`src/rtl/irq_route_pkg.sv`:
```
package irq_route_pkg;
  localparam int NSRC   = 8;
  localparam int NTGT   = 4;
  localparam int NEXT   = 6;
  localparam int PRIO_W = 4;
  localparam int VEC_W  = 8;
  localparam int IDX_W  = $clog2(NSRC);
  localparam int TIDX_W = $clog2(NTGT);

  localparam int B_MASK = 31;
  localparam int B_ACT  = 30;
  localparam int B_MODE = 29;
  localparam int B_POL  = 23;
  localparam int B_SENS = 22;
  localparam int B_PRIO = 16;

  typedef struct packed {
    logic              issue;
    logic [IDX_W-1:0]  src;
    logic [NTGT-1:0]   tgt;
    logic              updLast;
    logic [TIDX_W-1:0] newLast;
    logic [NSRC-1:0]   keepEdge;
    logic [NSRC-1:0]   clrAct;
  } ctlStrobe_t;
endpackage

```
`src/rtl/irq_route_regs.sv`:
```
module irq_route_regs
  import irq_route_pkg::*;
(
  input  logic                         clk,
  input  logic                         rstN,
  input  logic [NSRC-1:0]              srcLine,
  input  logic                         regWrEn,
  input  logic                         regSel,
  input  logic [IDX_W-1:0]             regIdx,
  input  logic [31:0]                  regWrData,
  output logic [31:0]                  regRdData,
  input  ctlStrobe_t                   strb,
  output logic [NSRC-1:0]              maskV,
  output logic [NSRC-1:0]              modeV,
  output logic [NSRC-1:0]              senseV,
  output logic [NSRC-1:0][PRIO_W-1:0]  prioV,
  output logic [NSRC-1:0][NTGT-1:0]    destV,
  output logic [NSRC-1:0]              activeV,
  output logic [NSRC-1:0]              edgePendV,
  output logic [NSRC-1:0][TIDX_W-1:0]  lastV,
  output logic [NSRC-1:0]              lvlV,
  output logic [NSRC-1:0]              riseV,
  output logic                         reqValid,
  output logic [IDX_W-1:0]             reqSrc,
  output logic [NTGT-1:0]              reqTgt
);
  logic [NSRC-1:0]             polV;
  logic [NSRC-1:0][VEC_W-1:0]  vecV;
  logic [NSRC-1:0][1:0]        destHiV;
  logic [NSRC-1:0]             prevLvl;

  assign lvlV  = srcLine ^ polV;
  assign riseV = lvlV & ~prevLvl;

  for (genvar i = 0; i < NSRC; i++) begin : g_src
    logic hitWr;
    assign hitWr = regWrEn && (regIdx == IDX_W'(i));

    always_ff @(posedge clk) begin
      if (!rstN) begin
        maskV[i]   <= 1'b1;
        modeV[i]   <= 1'b1;
        polV[i]    <= 1'b0;
        senseV[i]  <= 1'b0;
        prioV[i]   <= '0;
        vecV[i]    <= '0;
        destV[i]   <= '0;
        destHiV[i] <= '0;
        activeV[i] <= 1'b0;
        lastV[i]   <= '0;
      end else begin
        if (hitWr && !regSel) begin
          maskV[i] <= regWrData[B_MASK];
          modeV[i] <= regWrData[B_MODE];
          prioV[i] <= regWrData[B_PRIO +: PRIO_W];
          vecV[i]  <= regWrData[VEC_W-1:0];
          if (i < NEXT && !activeV[i]) begin
            polV[i]   <= regWrData[B_POL];
            senseV[i] <= regWrData[B_SENS];
          end
        end
        if (hitWr && regSel) begin
          destHiV[i] <= regWrData[31:30];
          destV[i]   <= regWrData[NTGT-1:0];
        end
        if (strb.issue && strb.src == IDX_W'(i)) activeV[i] <= 1'b1;
        else if (strb.clrAct[i])                  activeV[i] <= 1'b0;
        if (strb.updLast && strb.src == IDX_W'(i)) lastV[i] <= strb.newLast;
      end
    end


    lock_fields_chk: assert property (@(posedge clk) disable iff (!rstN)
      $past(activeV[i]) |-> ($stable(polV[i]) && $stable(senseV[i])));
  end

  always_ff @(posedge clk) begin
    if (!rstN) begin
      prevLvl   <= '0;
      edgePendV <= '0;
      reqValid  <= 1'b0;
      reqSrc    <= '0;
      reqTgt    <= '0;
    end else begin
      prevLvl   <= lvlV;
      edgePendV <= strb.keepEdge;
      reqValid  <= strb.issue;
      reqSrc    <= strb.src;
      reqTgt    <= strb.tgt;
    end
  end

  always_comb begin
    regRdData = '0;
    if (!regSel) begin
      regRdData[B_MASK]            = maskV[regIdx];
      regRdData[B_ACT]             = activeV[regIdx];
      regRdData[B_MODE]            = modeV[regIdx];
      regRdData[B_POL]             = polV[regIdx];
      regRdData[B_SENS]            = senseV[regIdx];
      regRdData[B_PRIO +: PRIO_W]  = prioV[regIdx];
      regRdData[VEC_W-1:0]         = vecV[regIdx];
    end else begin
      regRdData[31:30]             = destHiV[regIdx];
      regRdData[NTGT-1:0]          = destV[regIdx];
    end
  end


  no_repeat_chk: assert property (@(posedge clk) disable iff (!rstN)
    (reqValid && $past(reqValid)) |-> (reqSrc != $past(reqSrc)));
endmodule

```
`src/rtl/irq_route_ctl.sv`:
```
module irq_route_ctl
  import irq_route_pkg::*;
(
  input  logic                         clk,
  input  logic                         rstN,
  input  logic [NSRC-1:0]              maskV,
  input  logic [NSRC-1:0]              modeV,
  input  logic [NSRC-1:0]              senseV,
  input  logic [NSRC-1:0][PRIO_W-1:0]  prioV,
  input  logic [NSRC-1:0][NTGT-1:0]    destV,
  input  logic [NSRC-1:0]              activeV,
  input  logic [NSRC-1:0]              edgePendV,
  input  logic [NSRC-1:0][TIDX_W-1:0]  lastV,
  input  logic [NSRC-1:0]              lvlV,
  input  logic [NSRC-1:0]              riseV,
  input  logic                         ackValid,
  input  logic [IDX_W-1:0]             ackSrc,
  output ctlStrobe_t                   strb
);
  logic [NSRC-1:0]   allowed, assertEv, elig;
  logic              found, rrSel, rrFound;
  logic [IDX_W-1:0]  pick;
  logic [NTGT-1:0]   destP;
  logic [TIDX_W-1:0] lastP, rrIdx;

  always_comb begin
    for (int i = 0; i < NSRC; i++) begin
      allowed[i]  = !maskV[i] && (prioV[i] != '0) && (destV[i] != '0);
      assertEv[i] = senseV[i] ? lvlV[i] : (edgePendV[i] | riseV[i]);
      elig[i]     = allowed[i] && assertEv[i] && !activeV[i];
    end
    found = 1'b0;
    pick  = '0;
    for (int i = 0; i < NSRC; i++) begin
      if (elig[i] && !found) begin
        found = 1'b1;
        pick  = IDX_W'(i);
      end
    end
    destP   = destV[pick];
    lastP   = lastV[pick];
    rrSel   = modeV[pick] && (destP != (NTGT'(1) << lastP));
    rrFound = 1'b0;
    rrIdx   = lastP;
    for (int k = 1; k <= NTGT; k++) begin
      if (!rrFound && destP[(int'(lastP) + k) % NTGT]) begin
        rrFound = 1'b1;
        rrIdx   = TIDX_W'((int'(lastP) + k) % NTGT);
      end
    end

    strb.issue   = found;
    strb.src     = pick;
    strb.updLast = found && rrSel;
    strb.newLast = rrIdx;
    strb.tgt     = !found ? '0 : (rrSel ? (NTGT'(1) << rrIdx) : destP);
    for (int i = 0; i < NSRC; i++) begin
      strb.keepEdge[i] = !senseV[i] && elig[i] && !(found && pick == IDX_W'(i));
      strb.clrAct[i]   = (allowed[i] && senseV[i] && activeV[i] && !lvlV[i]) ||
                         (ackValid && ackSrc == IDX_W'(i) && !senseV[i]);
    end
  end


  tgt_nonzero_chk: assert property (@(posedge clk) disable iff (!rstN)
    strb.issue |-> (strb.tgt != '0));


  rr_onehot_chk: assert property (@(posedge clk) disable iff (!rstN)
    (strb.issue && rrSel) |-> $onehot(strb.tgt));
endmodule

```
`src/rtl/irq_route.sv`:
```
module irq_route
  import irq_route_pkg::*;
(
  input  logic              clk,
  input  logic              rstN,
  input  logic [NSRC-1:0]   srcLine,
  input  logic              regWrEn,
  input  logic              regSel,
  input  logic [IDX_W-1:0]  regIdx,
  input  logic [31:0]       regWrData,
  output logic [31:0]       regRdData,
  input  logic              ackValid,
  input  logic [IDX_W-1:0]  ackSrc,
  output logic              reqValid,
  output logic [IDX_W-1:0]  reqSrc,
  output logic [NTGT-1:0]   reqTgt
);
  ctlStrobe_t                  strb;
  logic [NSRC-1:0]             maskV, modeV, senseV, activeV, edgePendV, lvlV, riseV;
  logic [NSRC-1:0][PRIO_W-1:0] prioV;
  logic [NSRC-1:0][NTGT-1:0]   destV;
  logic [NSRC-1:0][TIDX_W-1:0] lastV;

  irq_route_regs u_regs (
    .clk(clk), .rstN(rstN), .srcLine(srcLine), .regWrEn(regWrEn),
    .regSel(regSel), .regIdx(regIdx), .regWrData(regWrData),
    .regRdData(regRdData), .strb(strb), .maskV(maskV), .modeV(modeV),
    .senseV(senseV), .prioV(prioV), .destV(destV), .activeV(activeV),
    .edgePendV(edgePendV), .lastV(lastV), .lvlV(lvlV), .riseV(riseV),
    .reqValid(reqValid), .reqSrc(reqSrc), .reqTgt(reqTgt)
  );

  irq_route_ctl u_ctl (
    .clk(clk), .rstN(rstN), .maskV(maskV), .modeV(modeV), .senseV(senseV),
    .prioV(prioV), .destV(destV), .activeV(activeV), .edgePendV(edgePendV),
    .lastV(lastV), .lvlV(lvlV), .riseV(riseV), .ackValid(ackValid),
    .ackSrc(ackSrc), .strb(strb)
  );
endmodule

```
`config.mk`:
```
export PLATFORM = sky130hd
export DESIGN_NAME = irq_route
export DESIGN_NICKNAME = d
export VERILOG_FILES = /design/src/rtl/irq_route_pkg.sv /design/src/rtl/irq_route_regs.sv /design/src/rtl/irq_route_ctl.sv /design/src/rtl/irq_route.sv
export SDC_FILE = /design/constraint.sdc
export NUM_CORES = 1
export LEC_CHECK = 0
export BUFFER_PORTS_ARGS = -buffer_cell sky130_fd_sc_hd__buf_2
export CORE_ASPECT_RATIO = 0.9
export CORE_MARGIN = 2
export CORE_UTILIZATION = 47
export CTS_CLUSTER_DIAMETER = 50
export DETAILED_ROUTE_END_ITERATION = 6
export HOLD_SLACK_MARGIN = 0.08
export PLACE_DENSITY = 0.76
export SLEW_MARGIN = 10
export SYNTH_ARGS = -nofsm -noshare
export SYNTH_HDL_FRONTEND = slang
export SYNTH_SLANG_ARGS = --single-unit
```
`constraint.sdc`:
```
create_clock -name clk -period 6.77 [get_ports clk]
set_input_delay 1.0155 -clock clk [delete_from_list [all_inputs] [get_ports clk]]
set_output_delay 1.0155 -clock clk [all_outputs]
set_load 0.03 [all_outputs]
```
== After elaboration in Yosys (flattened, before gate mapping) ==
Cells that the tools add are included.
W data, S select, Z words.

* Flip-flop bits (word level): 220
* Input bits: 51
* Logic and storage cells: 444
* Output and inout bits: 40

* $lt $le $gt $ge: 6
* Mux-type cells: 87
* Reductions and logical operators: 221
* Add/subtract/negate cells: 4
* Eq/ne operators: 22
* Shift operators: 2
* Bitwise logic cells: 21

{| class="wikitable"
|+ Operators by type and width
! operator !! count
|-
| $logic_and A1 B1 Y1 || 130
|-
| $reduce_bool A4 Y1 || 16
|-
| $mux W1 || 49
|-
| $logic_not A1 Y1 || 47
|-
| $bmux W4 S3 || 3
|-
| $eq A3 B3 Y1 const B || 12
|-
| $mux W4 || 7
|-
| $bmux W8 S3 || 1
|-
| $lt A3 B4 Y1 const B || 6
|-
| $mux W2 || 10
|-
| $bmux W1 S3 || 6
|-
| $eq A3 B2 Y1 const B || 6
|-
| $reduce_bool A2 Y1 || 8
|-
| $reduce_and A2 Y1 || 7
|-
| $bmux W2 S3 || 2
|-
| $mux W3 || 4
|-
| $eq A3 B1 Y1 const B || 3
|-
| $logic_not A3 Y1 || 3
|-
| $and A8 B8 Y8 || 1
|-
| $bmux W1 S2 || 4
|-
| $mux W8 || 1
|-
| $not A8 Y8 || 1
|-
| $or A1 B1 Y1 || 8
|-
| $reduce_or A2 Y1 || 4
|-
| other kinds (8) || 24
|}

== Depth between registers and ports, before layout ==
Gate-level depths: netlist of run 1.

* Depth after elaboration: 48
* Depth in mapped cells: 18
* Mapped depth without buffers: 15

== Cells and area by module ==
A second synthesis of run 1 with hierarchy kept.

* Cell total of the unflattened synthesis: 1,358
* Area, all modules: 11,698.7 um^2

{| class="wikitable"
|+ Modules (own cells, without submodules)
! module !! seq. area each (um^2) !! area an instance (um^2) !! instances !! cells an instance
|-
| irq_route_regs || 4,404.2 || 9,973.3 || 1 || 1,105
|-
| irq_route_ctl || 0.0 || 1,725.4 || 1 || 253
|}

== Least setup slack after synthesis of run 1 ==
No wires, ideal clock.

* Path type: input -> output
* Start point: in regIdx[0]
* End point: out regRdData[4]
* Data required time: 5,754 ps
* Buffers on the path: 3
* Arrival time: 3,414 ps
* Slack: 2,341 ps
* Stages on the path: 6
* Cell sequence: buf_1 > clkbuf_1 > buf_1 > mux4_2 > mux2i_1 > nor2_1

* Word-level cells in the longest chain between the ends: 3

{| class="wikitable"
|+ RTL lines
! item !! line !! source
|-
| from (decl) || irq_route.sv:9 || <nowiki>input logic [IDX_W-1:0] regIdx,</nowiki>
|-
| $bmux W8 S3 || irq_route_regs.sv:102 || <nowiki>regRdData[VEC_W-1:0] = vecV[regIdx];</nowiki>
|-
| $mux W8 (implied by the code) || irq_route_regs.sv:102 ||
|-
| $mux W4 || irq_route_regs.sv:95 || <nowiki>if (!regSel) begin</nowiki>
|-
| to (decl) || irq_route.sv:11 || <nowiki>output logic [31:0] regRdData,</nowiki>
|}

No other way between the ends. The select of a mux whose other input is x is not followed.

== Worst setup path after layout of run 1 ==
* Start point: reg u_regs.destV[1] (netlist bit)
* End point: reg u_regs.reqTgt[3]

* Word-level cells in the longest chain between the ends: 44
* Elaborated cells on any way between the ends: 74
* Those cells by class: add/sub (4); eq/ne (1); shift (2); mux (41); reduce/logical (26)

{| class="wikitable"
|+ RTL lines
! item !! line !! source
|-
| from (decl) || irq_route_regs.sv:17 || <nowiki>output logic [NSRC-1:0][NTGT-1:0] destV,</nowiki>
|-
| from (signal, indexed assignment) || irq_route_regs.sv:64 || <nowiki>destV[i] <= regWrData[NTGT-1:0];</nowiki>
|-
| $reduce_bool A4 Y1 || irq_route_ctl.sv:28 || <nowiki>allowed[i] = !maskV[i] && (prioV[i] != '0) && (destV[i] != '0);</nowiki>
|-
| $logic_and A1 B1 Y1 || irq_route_ctl.sv:28 ||
|-
| $logic_and A1 B1 Y1 (2 in a row) || irq_route_ctl.sv:30 || <nowiki>elig[i] = allowed[i] && assertEv[i] && !activeV[i];</nowiki>
|-
| $mux W1 || irq_route_ctl.sv:35 || <nowiki>if (elig[i] && !found) begin</nowiki>
|-
| $logic_not A1 Y1 || irq_route_ctl.sv:35 ||
|-
| $logic_and A1 B1 Y1 || irq_route_ctl.sv:35 ||
|-
| $mux W1 || irq_route_ctl.sv:35 ||
|-
| $logic_not A1 Y1 || irq_route_ctl.sv:35 ||
|-
| (+27 left out) || - ||
|-
| $logic_not A1 Y1 || irq_route_ctl.sv:46 || <nowiki>if (!rrFound && destP[(int'(lastP) + k) % NTGT]) begin</nowiki>
|-
| $logic_and A1 B1 Y1 || irq_route_ctl.sv:46 ||
|-
| $mux W1 || irq_route_ctl.sv:46 ||
|-
| $logic_not A1 Y1 || irq_route_ctl.sv:46 ||
|-
| $logic_and A1 B1 Y1 || irq_route_ctl.sv:46 ||
|-
| $mux W2 || irq_route_ctl.sv:46 ||
|-
| $shl A1 B2 Y4 || irq_route_ctl.sv:56 || <nowiki>strb.tgt = !found ? '0 : (rrSel ? (NTGT'(1) << rrIdx) : destP);</nowiki>
|-
| $mux W4 || irq_route_ctl.sv:56 ||
|-
| to (signal assigned) || irq_route_regs.sv:89 || <nowiki>reqTgt <= strb.tgt;</nowiki>
|-
| to (decl) || irq_route_regs.sv:25 || <nowiki>output logic [NTGT-1:0] reqTgt</nowiki>
|}

Parallel ways exist; a longest one is shown, timed or not. The select of a mux whose other input is x is not followed.
A chain may end at the register's enable or synchronous reset.

==> metrics, run 1 <==
Worst R2R End u_regs.reqTgt[3]$_SDFF_PN0_; register area share after synthesis 41.2%; Die Area 23,900 µm²; Slowest-stage cell, CP nand3b_1; Crit path required time 7.17 ns; Period Utilization, post-route 69.5%; deepest clock path buffer count 3; status finished, violations left; fin nets 1,266; Syn Std Cell Area 10,700 µm²; Max-slew headroom 17.8%; Slew Viols, Final 0; area share of the largest cell type after synthesis 41.2%; Core Area 22,400 µm²; GR Overflow Total 0; FF-to-FF path depth 14; First-pass DRT Iterations 7; Async SR Flop Fraction 0%; ANT nets after route 0; Port Buf Inserts 60; max cap viols 0; setup repair bufs after CTS 0; top-count cell post-synth nand2_1; CP cell instances nor4_1 > nor3_1 > nand3b_1 > nand2_1 > a21o_1 > inv_1 > a221oi_2 > or2_1 > inv_1 > ha_1 > nor4b_4 > o32ai_2 > and3_1 > a32o_1; Hold Path Origin u_regs.vecV[23]$_SDFFE_PN0P_; root buffer cell clkbuf_16; via count 9,160; antenna diode count 0; Worst Setup End Kind flop; initial core utilization 47.7%; drt initial violations 965; Util after Layout 53.2%; width of the die 163 µm; largest net degree at the start of global routing 124; Achievable Freq 212 MHz; clk_skew 0.0229 ns; multi-input logic area 5790 µm²; RSZ-0062 raised after global routing no; CTS resizes 0; Leakage 0.00432 µW; CTS tree built; initial antenna violation count 0; Hold-fix buffers, CTS 0; Peak supply drop 0.000200 V; Crit Path Max Fanout 12; Total GRT Usage 24.0%; clk slew on worst S/H paths 0.06 ns; r2r setup slk 2.06 ns; Final Hold Vio Count 0; Fill cells 2,034; Post-synth top flop dfxtp_1; Period minus WS final 4.71 ns; vias in the first global route 8,472; Post-route DRC 8; Die H 147 µm; Setup CP Type reg2reg; Synth area leader dfxtp_1; synth unique cells 82; worst hold stages 2; placer congestion estimate 0.913; Synth-to-Final Area Change 11.5%; HPWL Detailed 19,300 µm; Post-synth top cells nand2_1 (263), dfxtp_1 (220), a21oi_1 (146), nor2_1 (95), clkbuf_1 (68); Reg area 4400 µm²; global-route wire length before repair 46,000 µm; count of flip-flops with a built-in enable after synthesis 0; clock sinks 220; layout cells sized above 1 17.1%; routed vias/inst 6.00; Syn Inst Count 1,208; Most Frequent Cell on Critical Path inv_1; Total Wirelength 29,200 µm; Critical R2R Launch u_regs.destV[1]$_SDFFE_PN0P_; Worst Hold Path EP u_regs.vecV[23]$_SDFFE_PN0P_; violated checks DRC; drt wl/cell 19.1 µm; clock latency of the later-clocked register in the worst-skew pair 0.53 ns; worst endpoint data arrival time 5.11 ns; Final TNS setup 0 ns; Area contributors post-synth dfxtp_1 (41%), mux4_2 (11%), nand2_1 (9.2%); Worst Hold Class reg2reg; row cnt 52; PwrDens 251 nW/µm²; Ys Warns 0; Final Setup Violations 0; synthesis-stage register bit count 220; CTS Buf Count 25; Critical Path Start Type flop; slowest stage delay, CP 0.45 ns; # H-tree levels 1; io pins 91; synthesized area per cell 8.84 µm²; Slew @ Worst Pin 1.23 ns
## stage by stage
stage | std cells | worst slack (ns) | instance area, µm² | power (µW) | hold slack [ns]
floorplan | 1223 | 2.34 | 10700 | 1490 | 0.433
global placement | 1481 | 1.76 | 11000 | 1530 | 0.439
detailed placement | 1481 | 1.65 | 11000 | 1530 | 0.445
CTS | 1527 | 2.12 | 11900 | 2990 | 0.453
global route | 1527 | 1.66 | 11900 | 3070 | 0.468
finish | 1527 | 2.06 | 11900 | 2990 | 0.455
## critical path: cells and delay by family (launching register included)
family                   cells  cell delay (ns)
AO/OA/AOI/OAI                4             1.21
adder cells (fa/ha/maj)      1             0.40
buffers and inverters        2             0.31
flip-flops                   1             0.42
AND/OR/NAND/NOR              7             2.21
## routing by layer
metal  wire, µm  track usage, %  vias to the layer above
met5          0               0                        -
met4        603            6.90                        0
met3       2750            4.77                       52
met2      13700            38.2                      434
met1      12100            33.4                     4396
li1           -               -                     4278
## worst max-delay path by stage
stage | slack (ns) | startpoint | end | cells past startpoint
floorplan | 2.34 | regIdx[0] | regRdData[4] | 6
global placement | 1.76 | srcLine[0] | u_regs.reqTgt[1]$_SDFF_PN0_ | 15
detailed placement | 1.65 | srcLine[0] | u_regs.lastV[10]$_SDFFE_PN0P_ | 15
CTS | 2.12 | regIdx[0] | regRdData[0] | 5
global route | 1.66 | u_regs.destV[1]$_SDFFE_PN0P_ | u_regs.lastV[6]$_SDFFE_PN0P_ | 16
finish | 2.06 | u_regs.destV[1]$_SDFFE_PN0P_ | u_regs.reqTgt[3]$_SDFF_PN0_ | 14
## cell type report
class / count / share of cell area [%]
clock buffers: 31 / 5.78
clock inverters: 15 / 1.90
inverters: 19 / 0.641
multi-input cells: 879 / 48.7
flip-flops and latches: 220 / 37.0
well taps: 297 / 3.12
repair buffers: 66 / 2.90
## state kept, by name, summed over array words and instances (netlist names), 3 cells and up
name / flops
u_regs.activeV: 8
u_regs.destHiV: 16
u_regs.destV: 32
u_regs.edgePendV: 8
u_regs.lastV: 16
u_regs.maskV: 8
u_regs.modeV: 8
u_regs.polV: 6
u_regs.prevLvl: 8
u_regs.prioV: 32
u_regs.reqSrc: 3
u_regs.reqTgt: 4
u_regs.senseV: 6
u_regs.vecV: 64
## layout by cell type, fill, tap and decap left out, types with 7 or more instances in the layout
master     instances
mux4_2            50
nor2_1            95
a21oi_1          146
o22ai_1            8
a311oi_1           8
nor3_1            13
nand2b_1           7
nor4_1            20
nand2_1          263
inv_1             17
nand3_1           24
mux2i_1           55
o221ai_1          11
o21ai_0           22
clkbuf_16         25
nor2b_1            7
conb_1            16
buf_2             60
dfxtp_1          220
## report_power, final
group          switching (µW)  leakage, µW  internal [µW]  total (µW)
logic                     126      0.00209           55.3         181
registers                11.7      0.00178           1310        1320
clock network             562     0.000451            920        1480
total                     700      0.00432           2290        2990
## cell families after synthesis
family / Yosys count / share of synthesized area, %
DFF: 220 / 41.2
buffers and inverters: 124 / 5.24
adders and majority gates: 4 / 0.469
xor gates and xnor gates: 6 / 0.492
and+or+nand+nor: 490 / 21.2
muxes: 106 / 15.8
AOI/OAI and AO/OA: 257 / 15.5
other: 1 / 0.0351
No activity file was read; power rests on OpenSTA's default activity.
==> run 2: changes to the inputs <==
==> constraint.sdc (replaced) <==
create_clock -name clk -period 4.9 [get_ports clk]
set_input_delay 0.735 -clock clk [delete_from_list [all_inputs] [get_ports clk]]
set_output_delay 0.735 -clock clk [all_outputs]
set_load 0.03 [all_outputs]
==> metrics, run 2 (synthesis gave the netlist of run 1 again) <==
Hold-fix buffers, CTS 0 (unchanged); Slowest-stage cell, CP nor4_1; largest registers u_regs.vecV x64, u_regs.destV x32, u_regs.prioV x32; Leakage 0.00437 µW (+1.0%); Peak supply drop 0.000264 V (+32%); slowest stage delay, CP 0.55 ns (+0.10 ns); max FFs per register 64 (unchanged); Flop pwr share 44.7% (+0.4 points); Final Setup Violations 0 (unchanged); layout cells sized above 1 17.6% (+0.56 points); Post-route DRC 0 (-8); drt wl/cell 19.2 µm (+0.32%); CTS resizes 0 (unchanged); CTS tree built; Internal 3130 µW (+37%); clock latency of the later-clocked register in the worst-skew pair 0.52 ns (about the same); CP cell instances nor4_1 > nor3_1 > nand3b_1 > and4_1 > o211ai_1 > a2111oi_2 > o21bai_2 > inv_2 > ha_1 > and3_1 > nor4b_4 > a21oi_2 > buf_4 > a211oi_1 > a41o_1; Slew @ Worst Pin 1.23 ns (+0.00805 ns); clk_skew 0.0132 ns (-0.00975 ns); io pins 91 (unchanged); fin nets 1,273 (+0.55%); setup repair bufs after CTS 0 (unchanged); initial antenna violation count 0 (unchanged); Setup CP Type reg2reg; NetSw 962 µW (+37%); largest net degree at the start of global routing 99 (-20%); row cnt 52 (unchanged); Crit path max-delay family simple AND/OR/NAND/NOR gates; clock share of power 49.0% (-0.6 points); CTS Buf Count 25 (unchanged); GR Overflow Total 0 (unchanged); Die Area 23,900 µm² (unchanged); via count 9,220 (+0.66%); vias in the first global route 8,469 (-0.035%); Achievable Freq 227 MHz (+6.9%); switch share 23.5% (+0.088 points); most frequent cells in the layout nand2_1 (263), dfxtp_1 (220), a21oi_1 (146); width of the die 163 µm (unchanged); logic gate share of total power 6.2% (about the same); Critical Path Start Type flop; ANT nets after route 0 (unchanged); Max-slew headroom 17.2% (-0.54 points); commonest non-fill, non-tap cell in the layout nand2_1; WP buf/inv 2 (unchanged); Synth-to-Final Area Change 12.1%; Worst Hold Class in2reg; initial core utilization 47.7% (unchanged); Fill cells 2,033 (-0.049%); Total GRT Usage 24.2% (+0.21 points); Critical R2R Launch u_regs.destV[0]$_SDFFE_PN0P_; HPWL Detailed 19,800 µm (+2.2%); Period minus WS final 4.40 ns (-0.304 ns); routed vias/inst 6.01 (+0.20%); Setup WS pre-CTS 0.514 ns (-1.13 ns); Hold Path Origin srcLine[6]; Core Area 22,400 µm² (unchanged); RSZ-0062 raised after global routing no; PnR worst setup slack 0.496 ns (-1.57 ns); root buffer cell clkbuf_16; Total Wirelength 29,400 µm (+0.78%); Final TNS setup 0 ns (unchanged); max cap viols 0 (unchanged); Crit path required time 5.36 ns (-1.81 ns); drt initial violations 903 (-6.4%); placer congestion estimate 0.916 (+0.32%); worst endpoint data arrival time 4.86 ns (-0.25 ns); Final Hold Vio Count 0 (unchanged); global-route wire length before repair 46,500 µm (+1.2%); status completed; cell area after layout 12,000 µm² (+0.56%); DP Area 11,100 µm² (+0.71%); # H-tree levels 1 (unchanged); Top reg by flops u_regs.vecV; First-pass DRT Iterations 5 (-2); Setup crit start u_regs.destV[0]$_SDFFE_PN0P_; PwrDens 341 nW/µm² (+36%); Period Utilization, post-route 89.9% (+20 points); deepest clock path buffer count 3 (unchanged); clk slew on worst S/H paths 0.06 ns (about the same); Slew Viols, Final 0 (unchanged); Worst Setup End Kind flop; Die H 147 µm (unchanged); clock sinks 220 (unchanged); Port Buf Inserts 60 (unchanged); Crit Path Max Fanout 30 (+18)
## run 2: cell types whose count changed in the layout (fill, tap and decap cells not counted)
cell and change:
buf_12 +2, buf_4 +5, bufinv_16 -2, clkbuf_1 -2, clkbuf_8 +5, clkinv_2 -1, clkinvlp_4 -1, diode_2 +1
inv_6 +1, inv_8 -1
## run 2: final cells by class
| class | count | area [µm²] | area share (%) |
|---|---|---|---|
| multi-input cells | 879 | 5790 | 48.4 |
| flip-flops and latches | 220 | 4400 | 36.8 |
| clock buffers | 34 | 749 | 6.26 |
| repair buffers | 73 | 423 | 3.53 |
| well taps | 297 | 372 | 3.10 |
| clock inverters | 11 | 151 | 1.26 |
| inverters | 19 | 76.3 | 0.638 |
| diodes | 1 | 2.50 | 0.0209 |
## run 2: power by group through the flow
stage          sequential, µW  clock, µW  combinational [µW]
6_report                 1830       2000                 254
2_1_floorplan            1860          0                 192
3_3_place_gp             1870          0                 246
5_1_grt                  1830       2100                 273
4_1_cts                  1830       2020                 251
3_5_place_dp             1870          0                 250
## run 2: worst paths after layout
check	endpoint	depth (start not counted)	slack, ns
setup / recovery	u_regs.lastV[6]$_SDFFE_PN0P_	15	0.50
hold / removal	u_regs.prevLvl[6]$_SDFF_PN0_	2	0.44
setup reg to reg	u_regs.lastV[6]$_SDFFE_PN0P_	15	0.50
hold reg to reg	u_regs.vecV[29]$_SDFFE_PN0P_	2	0.45
## run 2: per-layer routing
layer / track usage (%) / vias up / part of all wire [%] / wire, µm
li1: - / 4286 / - / -
met1: 34.2 / 4435 / 43 / 12500
met2: 38.6 / 442 / 46 / 13600
met3: 4.12 / 57 / 8.9 / 2620
met4: 6.73 / 0 / 2.4 / 719
met5: 0 / - / 0 / 0
## run 2: per-stage QoR
step	util [%]	hold WS, ns	instances	total power (µW)
global placement	49.4	0.439	1488	2110
detailed placement	49.4	0.444	1488	2120
finish	53.5	0.438	1534	4090
global route	53.5	0.432	1533	4210
CTS	53.5	0.427	1533	4100
floorplan	-	0.433	1223	2050
